## src/rtl/cfg_i2c_pkg.sv

```systemverilog
package cfg_i2c_pkg;

  typedef enum logic [2:0] {
    ST_IDLE  = 3'd0,
    ST_ADDR  = 3'd1,
    ST_ACK   = 3'd2,
    ST_RX    = 3'd3,
    ST_TX    = 3'd4,
    ST_TXACK = 3'd5
  } link_st_e;

  localparam int unsigned BYTE_BITS = 8;
  localparam int unsigned HDR_BYTES = 2;

endpackage

```

## src/rtl/cfg_i2c_rst_sync.sv

```systemverilog
module cfg_i2c_rst_sync (
  input  logic clk,
  input  logic arst_n,
  output logic rst_n
);

  logic [1:0] rst_q;

  always_ff @(posedge clk or negedge arst_n) begin
    if (!arst_n) rst_q <= 2'b00;
    else         rst_q <= {rst_q[0], 1'b1};
  end

  assign rst_n = rst_q[1];

endmodule

```

## src/rtl/cfg_i2c_sync.sv

```systemverilog
module cfg_i2c_sync #(
  parameter int unsigned STAGES = 2
) (
  input  logic clk,
  input  logic rst_n,
  input  logic scl_i,
  input  logic sda_i,
  output logic scl_lvl,
  output logic sda_lvl,
  output logic scl_rise,
  output logic scl_fall,
  output logic start_det,
  output logic stop_det
);

  logic [STAGES:0] scl_p;
  logic [STAGES:0] sda_p;
  logic            scl_prev;
  logic            sda_prev;

  always_ff @(posedge clk or negedge rst_n) begin
    if (!rst_n) begin
      scl_p <= '1;
      sda_p <= '1;
    end else begin
      scl_p <= {scl_p[STAGES-1:0], scl_i};
      sda_p <= {sda_p[STAGES-1:0], sda_i};
    end
  end

  assign scl_lvl  = scl_p[STAGES-1];
  assign sda_lvl  = sda_p[STAGES-1];
  assign scl_prev = scl_p[STAGES];
  assign sda_prev = sda_p[STAGES];

  assign scl_rise  = scl_lvl & ~scl_prev;
  assign scl_fall  = ~scl_lvl & scl_prev;
  assign start_det = scl_lvl & scl_prev & sda_prev & ~sda_lvl;
  assign stop_det  = scl_lvl & scl_prev & ~sda_prev & sda_lvl;

endmodule

```

## src/rtl/cfg_i2c_regs.sv

```systemverilog
module cfg_i2c_regs #(
  parameter int unsigned NUM_BYTES = 6,
  parameter int unsigned IDX_W     = 4,
  parameter logic [7:0]  BYTE0_RST = 8'h00,
  parameter logic [7:0]  REST_RST  = 8'hFF
) (
  input  logic                   clk,
  input  logic                   rst_n,
  input  logic                   wr_en,
  input  logic [IDX_W-1:0]       wr_sel,
  input  logic [7:0]             wr_data,
  input  logic [IDX_W-1:0]       rd_sel,
  output logic [7:0]             rd_data,
  output logic [8*NUM_BYTES-1:0] cfg_q
);

  logic [7:0] mem [NUM_BYTES];

  for (genvar g = 0; g < NUM_BYTES; g++) begin : g_byte
    localparam logic [7:0] RST_VAL = (g == 0) ? BYTE0_RST : REST_RST;
    logic hit;
    assign hit = wr_en && (wr_sel == IDX_W'(g));

    always_ff @(posedge clk or negedge rst_n) begin
      if (!rst_n)   mem[g] <= RST_VAL;
      else if (hit) mem[g] <= wr_data;
    end

    assign cfg_q[8*g +: 8] = mem[g];
  end

  // read select 0 is the byte count, 1..NUM_BYTES the bytes, beyond is 0xFF
  always_comb begin
    rd_data = 8'hFF;
    if (rd_sel == '0) rd_data = 8'(NUM_BYTES);
    for (int k = 0; k < NUM_BYTES; k++) begin
      if (rd_sel == IDX_W'(k + 1)) rd_data = mem[k];
    end
  end

  a_r6_hold_without_write: assert property (@(posedge clk) disable iff (!rst_n)
    !wr_en |=> $stable(cfg_q));

endmodule

```

## src/rtl/cfg_i2c_ctrl.sv

```systemverilog
module cfg_i2c_ctrl
  import cfg_i2c_pkg::*;
#(
  parameter int unsigned NUM_BYTES = 6,
  parameter int unsigned IDX_W     = 4,
  parameter logic [6:0]  DEV_ADDR  = 7'h69
) (
  input  logic             clk,
  input  logic             rst_n,
  input  logic             scl_lvl,
  input  logic             sda_lvl,
  input  logic             scl_rise,
  input  logic             scl_fall,
  input  logic             start_det,
  input  logic             stop_det,
  input  logic [7:0]       rd_data,
  output logic             wr_en,
  output logic [IDX_W-1:0] wr_sel,
  output logic [7:0]       wr_data,
  output logic [IDX_W-1:0] rd_sel,
  output logic             sda_oe
);

  localparam logic [IDX_W-1:0] IDX_HDR  = IDX_W'(HDR_BYTES);
  localparam logic [IDX_W-1:0] IDX_LAST = IDX_W'(NUM_BYTES + HDR_BYTES);
  localparam logic [3:0]       BIT_END  = 4'(BYTE_BITS);

  link_st_e         st_q, st_n;
  logic [3:0]       cnt_q, cnt_n;
  logic [7:0]       sh_q, sh_n;
  logic [IDX_W-1:0] idx_q, idx_n;
  logic             rd_q, rd_n;
  logic             mack_q, mack_n;
  logic             oe_q, oe_n;
  logic             idx_step;
  logic             bus_evt;

  assign bus_evt = start_det | stop_det;

  always_comb begin
    st_n     = st_q;
    cnt_n    = cnt_q;
    sh_n     = sh_q;
    idx_n    = idx_q;
    rd_n     = rd_q;
    mack_n   = mack_q;
    wr_en    = 1'b0;
    idx_step = 1'b0;
    if (stop_det) begin
      st_n = ST_IDLE;
    end else if (start_det) begin
      st_n  = ST_ADDR;
      cnt_n = '0;
      idx_n = '0;
    end else begin
      unique case (st_q)
        ST_IDLE: ;
        ST_ADDR, ST_RX: begin
          if (scl_rise && (cnt_q < BIT_END)) begin
            sh_n  = {sh_q[6:0], sda_lvl};
            cnt_n = cnt_q + 4'd1;
          end else if (scl_fall && (cnt_q == BIT_END)) begin
            cnt_n = '0;
            if (st_q == ST_ADDR) begin
              if (sh_q == {DEV_ADDR, 1'b0}) begin
                st_n = ST_ACK;
                rd_n = 1'b0;
              end else if (sh_q == {DEV_ADDR, 1'b1}) begin
                st_n = ST_ACK;
                rd_n = 1'b1;
              end else begin
                st_n = ST_IDLE;
              end
            end else begin
              st_n     = ST_ACK;
              wr_en    = (idx_q >= IDX_HDR) && (idx_q < IDX_LAST);
              idx_step = 1'b1;
            end
          end
        end
        ST_ACK: begin
          if (scl_fall) begin
            cnt_n = '0;
            if (rd_q) begin
              st_n     = ST_TX;
              sh_n     = rd_data;
              idx_step = 1'b1;
            end else begin
              st_n = ST_RX;
            end
          end
        end
        ST_TX: begin
          if (scl_fall) begin
            if (cnt_q == BIT_END - 4'd1) begin
              st_n   = ST_TXACK;
              cnt_n  = '0;
              mack_n = 1'b0;
            end else begin
              cnt_n = cnt_q + 4'd1;
              sh_n  = {sh_q[6:0], 1'b1};
            end
          end
        end
        ST_TXACK: begin
          if (scl_rise) begin
            mack_n = ~sda_lvl;
          end else if (scl_fall) begin
            if (mack_q) begin
              st_n     = ST_TX;
              sh_n     = rd_data;
              cnt_n    = '0;
              idx_step = 1'b1;
            end else begin
              st_n = ST_IDLE;
            end
          end
        end
        default: st_n = ST_IDLE;
      endcase
    end
    if (idx_step && (idx_q != IDX_LAST)) idx_n = idx_q + IDX_W'(1);
    oe_n = (st_n == ST_ACK) || ((st_n == ST_TX) && !sh_n[7]);
  end

  always_ff @(posedge clk or negedge rst_n) begin
    if (!rst_n) begin
      st_q   <= ST_IDLE;
      cnt_q  <= '0;
      sh_q   <= '0;
      idx_q  <= '0;
      rd_q   <= 1'b0;
      mack_q <= 1'b0;
      oe_q   <= 1'b0;
    end else begin
      st_q   <= st_n;
      cnt_q  <= cnt_n;
      sh_q   <= sh_n;
      idx_q  <= idx_n;
      rd_q   <= rd_n;
      mack_q <= mack_n;
      oe_q   <= oe_n;
    end
  end

  assign wr_sel  = idx_q - IDX_HDR;
  assign wr_data = sh_q;
  assign rd_sel  = idx_q;
  assign sda_oe  = oe_q;

  a_r11_drive_moves_scl_low: assert property (@(posedge clk) disable iff (!rst_n)
    !$stable(sda_oe) |-> !scl_lvl);

  a_r3_foreign_addr_no_ack: assert property (@(posedge clk) disable iff (!rst_n)
    (st_q == ST_ADDR && scl_fall && cnt_q == BIT_END && !bus_evt && sh_q[7:1] != DEV_ADDR)
    |=> (!sda_oe && st_q == ST_IDLE));

  a_r7_write_byte_acked: assert property (@(posedge clk) disable iff (!rst_n)
    (st_q == ST_RX && scl_fall && cnt_q == BIT_END && !bus_evt) |=> sda_oe);

  a_r9_nack_releases: assert property (@(posedge clk) disable iff (!rst_n)
    (st_q == ST_TXACK && scl_fall && !mack_q && !bus_evt) |=> (st_q == ST_IDLE && !sda_oe));

  a_r5_write_in_range: assert property (@(posedge clk) disable iff (!rst_n)
    wr_en |-> (wr_sel < IDX_W'(NUM_BYTES)));

endmodule

```

## src/rtl/cfg_i2c_slave.sv

```systemverilog
module cfg_i2c_slave #(
  parameter int unsigned NUM_BYTES   = 6,
  parameter logic [6:0]  DEV_ADDR    = 7'h69,
  parameter logic [7:0]  BYTE0_RST   = 8'h00,
  parameter logic [7:0]  REST_RST    = 8'hFF,
  parameter int unsigned SYNC_STAGES = 2
) (
  input  logic                   clk,
  input  logic                   rst_n,
  input  logic                   scl_i,
  input  logic                   sda_i,
  output logic                   sda_oe,
  output logic [8*NUM_BYTES-1:0] cfg_out
);

  localparam int unsigned IDX_W = $clog2(NUM_BYTES + 3);

  logic             rst_sn;
  logic             scl_lvl, sda_lvl, scl_rise, scl_fall, start_det, stop_det;
  logic             wr_en;
  logic [IDX_W-1:0] wr_sel, rd_sel;
  logic [7:0]       wr_data, rd_data;

  cfg_i2c_rst_sync u_rst (
    .clk    (clk),
    .arst_n (rst_n),
    .rst_n  (rst_sn)
  );

  cfg_i2c_sync #(.STAGES(SYNC_STAGES)) u_sync (
    .clk       (clk),
    .rst_n     (rst_sn),
    .scl_i     (scl_i),
    .sda_i     (sda_i),
    .scl_lvl   (scl_lvl),
    .sda_lvl   (sda_lvl),
    .scl_rise  (scl_rise),
    .scl_fall  (scl_fall),
    .start_det (start_det),
    .stop_det  (stop_det)
  );

  cfg_i2c_ctrl #(
    .NUM_BYTES (NUM_BYTES),
    .IDX_W     (IDX_W),
    .DEV_ADDR  (DEV_ADDR)
  ) u_ctrl (
    .clk       (clk),
    .rst_n     (rst_sn),
    .scl_lvl   (scl_lvl),
    .sda_lvl   (sda_lvl),
    .scl_rise  (scl_rise),
    .scl_fall  (scl_fall),
    .start_det (start_det),
    .stop_det  (stop_det),
    .rd_data   (rd_data),
    .wr_en     (wr_en),
    .wr_sel    (wr_sel),
    .wr_data   (wr_data),
    .rd_sel    (rd_sel),
    .sda_oe    (sda_oe)
  );

  cfg_i2c_regs #(
    .NUM_BYTES (NUM_BYTES),
    .IDX_W     (IDX_W),
    .BYTE0_RST (BYTE0_RST),
    .REST_RST  (REST_RST)
  ) u_regs (
    .clk     (clk),
    .rst_n   (rst_sn),
    .wr_en   (wr_en),
    .wr_sel  (wr_sel),
    .wr_data (wr_data),
    .rd_sel  (rd_sel),
    .rd_data (rd_data),
    .cfg_q   (cfg_out)
  );

endmodule

```

## config.mk

```make
export PLATFORM = sky130hd
export DESIGN_NAME = cfg_i2c_slave
export DESIGN_NICKNAME = d
export VERILOG_FILES = /design/src/rtl/cfg_i2c_pkg.sv /design/src/rtl/cfg_i2c_rst_sync.sv /design/src/rtl/cfg_i2c_sync.sv /design/src/rtl/cfg_i2c_regs.sv /design/src/rtl/cfg_i2c_ctrl.sv /design/src/rtl/cfg_i2c_slave.sv
export SDC_FILE = /design/constraint.sdc
export NUM_CORES = 1
export LEC_CHECK = 0
export BUFFER_PORTS_ARGS = -buffer_cell sky130_fd_sc_hd__buf_2
export CORE_MARGIN = 3
export CORE_UTILIZATION = 30
export CTS_CLUSTER_SIZE = 16
export DETAILED_ROUTE_END_ITERATION = 8
export GPL_TIMING_DRIVEN = 1
export MAX_ROUTING_LAYER = met4
export SLEW_MARGIN = 5
export SYNTH_ARGS = -nofsm -noshare
export SYNTH_HDL_FRONTEND = slang
export SYNTH_SLANG_ARGS = --single-unit
```

## constraint.sdc

```tcl
create_clock -name clk -period 2.7 [get_ports clk]
set_clock_uncertainty 0.15 [all_clocks]
set_input_delay 0.135 -clock clk [delete_from_list [all_inputs] [get_ports clk]]
set_output_delay 0.135 -clock clk [all_outputs]
set_load 0.02 [all_outputs]
```

==> flow_metrics.env <==
export IMPL_r2r_start="u_ctrl.st_q[1]$_DFF_PN0_"
export IMPL_cp_required_ns=2.77
export IMPL_crit_type="register to register"
export IMPL_leakage_nw=2.26
export IMPL_grt_usage=0.144
export IMPL_power_switching_mw=0.796
export IMPL_yosysSeqAreaShare=0.478
export IMPL_coreArea_um2=13500
export IMPL_dpl_instance_area_um2=4700
export IMPL_clk_transition_reported_paths_ns=0.06
export IMPL_tightestPinTransition_ns=0.961
export IMPL_grt_pass1_vias=3336
export IMPL_htree_levels=3
export IMPL_clk_path_buf_depth=2
export IMPL_drc_errors=0
export IMPL_cp_max_fo=17
export IMPL_ant_nets=0
export IMPL_cts_root_buffer="clkbuf_16"
export IMPL_hold_slack_ns=0.204
export IMPL_clock_latency_ns=0.33
export IMPL_dr_pass1_iters=5
export IMPL_final_common_cell="buf_2"
export IMPL_drt_wl_total_um=10800
export IMPL_cts_buffers=9
export IMPL_switching_share=0.274
export IMPL_final_cell_mix="buf_2, dfstp_2, nand2_1, mux2_2, dfrtp_1"
export IMPL_hold_viol=0
export IMPL_diodes=0
export IMPL_min_path_type="register to register"
export IMPL_yosysUniqueCellTypes=68
export IMPL_vdd_drop_max_mv=0.342
export IMPL_stdcell_area_um2=5060
export IMPL_synth_edf_count=0
export IMPL_drive_above_1_share=0.432
export IMPL_place_gp_congestion=0.849
export IMPL_synth_top_family_by_area="simple AND/OR/NAND/NOR gates"
export IMPL_synth_area_per_cell_um2=11.3
export IMPL_critPathLaunchType="register"
export IMPL_synth_area_mux_share=0.145
export IMPL_wl_per_cell_um=17.6
export IMPL_vias=3215
export IMPL_yosys_warnings=0
export IMPL_reg2regPathDepth=5
export IMPL_cp_end_kind="register"
export IMPL_async_flop_share=1.00
export IMPL_status="finished clean"
export IMPL_rsz0062_at_grt="no"
export IMPL_die_area_um2=15500
export IMPL_combPwrFrac=0.074
export IMPL_pwr_share_seq=0.502
export IMPL_rrSetupSlack_ns=0.11
export IMPL_synth_cells=371
export IMPL_finalSetupViolCount=0
export IMPL_synthAdderAreaFrac=0.0268
export IMPL_syn_area_um2=4210
export IMPL_arrival_ns=2.66
export IMPL_intPower_mw=2.11
export IMPL_fp_dieW_um=124
export IMPL_cts_sinks=78
export IMPL_synth_ff_type="dfstp_2"
export IMPL_portBuffers=52
export IMPL_synth_xor_area_frac=0.00416
export IMPL_r2r_end="u_ctrl.sda_oe$_DFF_PN0_"
export IMPL_row_count=42
export IMPL_pin_count=53
export IMPL_drt_iter0_drc=224
export IMPL_synth_compound_area_frac=0.129
export IMPL_initial_core_util=0.313
export IMPL_max_cap_viol_count=0
export IMPL_p_per_area_nw_per_um2=575
export IMPL_power_share_clock=0.424
export IMPL_drv_slew=0
export IMPL_antenna_found_initial=0
export IMPL_fp_dieH_um=124
export IMPL_grt_pass1_wl_um=17900
export IMPL_slew_headroom=0.359
export IMPL_syn_nets=384
export IMPL_nNetsFinal=448
export IMPL_fin_setup_tns_ns=0
export IMPL_fmaxAchievable_mhz=386
export IMPL_fin_crit_sh=0.961
export IMPL_yosys_area_share_simple=0.183
export IMPL_routed_via_density=5.22
export IMPL_dp_hpwl_um=7870
export IMPL_syn_to_final_growth_pct=20.3
export IMPL_cp_endpoint="u_ctrl.sda_oe$_DFF_PN0_"
export IMPL_cts_tree="yes"
export IMPL_overflow=0
export IMPL_startpoint="u_ctrl.st_q[1]$_DFF_PN0_"
export IMPL_grt_max_degree=77
export IMPL_ys_ff_latch=78
export IMPL_post_route_min_period_ns=2.59
registers in the layout, summed over array words and instances, names as in the netlist:
register,count
u_rst.rst_q,2
u_ctrl.rd_sel,4
u_ctrl.st_q,3
u_sync.scl_p,3
u_ctrl.sda_oe,1
u_ctrl.wr_data,8
u_regs.cfg_q,48
u_sync.sda_p,3
u_ctrl.rd_q,1
u_ctrl.mack_q,1
u_ctrl.cnt_q,4
cells in the mapped netlist (4+ instances only):
cell / n / share of area
nand3_1: 13 / 0.015
mux2i_1: 6 / 0.014
or3b_2: 5 / 0.010
a21oi_1: 8 / 0.0095
nor3b_1: 7 / 0.012
o2111ai_1: 10 / 0.021
ha_1: 9 / 0.027
buf_2: 6 / 0.0071
a22oi_1: 4 / 0.0071
nand2_1: 36 / 0.032
o21ai_0: 14 / 0.017
a222oi_1: 5 / 0.012
nor2_1: 20 / 0.018
nand3b_1: 5 / 0.0089
nand2b_1: 4 / 0.0059
clkbuf_1: 6 / 0.0054
mux2_2: 36 / 0.096
mux2_1: 13 / 0.035
dfstp_2: 46 / 0.29
dfrtp_1: 32 / 0.19
and2_1: 4 / 0.0059
inv_1: 13 / 0.012
nor2b_1: 6 / 0.0089
layout make-up:
class | count | area, um2
Clock inverter | 6 | 68.8
Timing Repair Buffer | 69 | 398
Tap cell | 176 | 220
Fill cell | 1330 | 8390
Multi-Input combinational cell | 264 | 2070
Sequential cell | 78 | 2010
Inverter | 13 | 48.8
Clock buffer | 10 | 239
metal layers:
metal  vias up  GRT usage  part of all wire
met3        13     0.0240             0.038
met4         0     0.0406             0.014
met1      1633      0.202              0.50
met2        66      0.216              0.45
met5         -          -                 0
li1       1503          -                 -
metrics by stage:
stage	worst slack, ns	utilization	cells	total power, mW
after floorplan	0.103	-	371	1.57
after global routing	0.0178	0.376	616	3.05
final	0.106	0.376	616	2.91
after detailed placement	0.105	0.349	595	1.69
after global placement	0.132	0.349	595	1.68
after CTS	0.0715	0.375	615	2.94
power groups by stage:
stage	Clock, mW	Sequential, mW	Combinational (mW)
2_1_floorplan	0	1.38	0.190
3_3_place_gp	0	1.47	0.205
3_5_place_dp	0	1.48	0.211
4_1_cts	1.26	1.46	0.215
5_1_grt	1.33	1.48	0.241
6_report	1.23	1.46	0.216
what timing repair did:
| action | 4_1_cts | 5_1_grt |
|---|---|---|
| hold buffers | 4 | 0 |
| gates resized for setup | 0 | 2 |
| setup buffers | 0 | 1 |
| setup endpoints to repair | 0 | 2 |
| hold endpoints to repair | 4 | 0 |
cell families (layout without fill, tap and decap cells):
| kind of cell | Yosys count | after routing |
|---|---|---|
| AND/OR/NAND/NOR | 127 | 127 |
| flip-flops | 78 | 78 |
| AO/OA/AOI/OAI | 70 | 70 |
| multiplexers | 55 | 55 |
| buffers and inverters | 29 | 98 |
| adder cells (fa/ha/maj) | 9 | 9 |
| XOR/XNOR | 2 | 2 |
| other | 1 | 1 |
worst min path at each step:
stage,startpoint,to,slack (ns),cells past startpoint
floorplan,rst_n,u_rst.rst_q[0]$_DFF_PN0_,-0.31,0
global placement,rst_n,u_rst.rst_q[0]$_DFF_PN0_,-0.23,1
finish,u_rst.rst_q[0]$_DFF_PN0_,u_rst.rst_q[1]$_DFF_PN0_,0.20,0
CTS,u_rst.rst_q[0]$_DFF_PN0_,u_rst.rst_q[1]$_DFF_PN0_,0.21,0
detailed placement,rst_n,u_rst.rst_q[0]$_DFF_PN0_,-0.23,1
global route,u_sync.scl_p[0]$_DFF_PN1_,u_sync.scl_p[1]$_DFF_PN1_,0.21,0
critical path, cell delays in order (launching register included):
cell and delay [ns]:
dfrtp_1 0.71, and2b_2 0.25, a211oi_1 0.05, or4_4 0.61
a221o_1 0.42, a221oi_2 0.29
(Power assumes the default switching activity.)
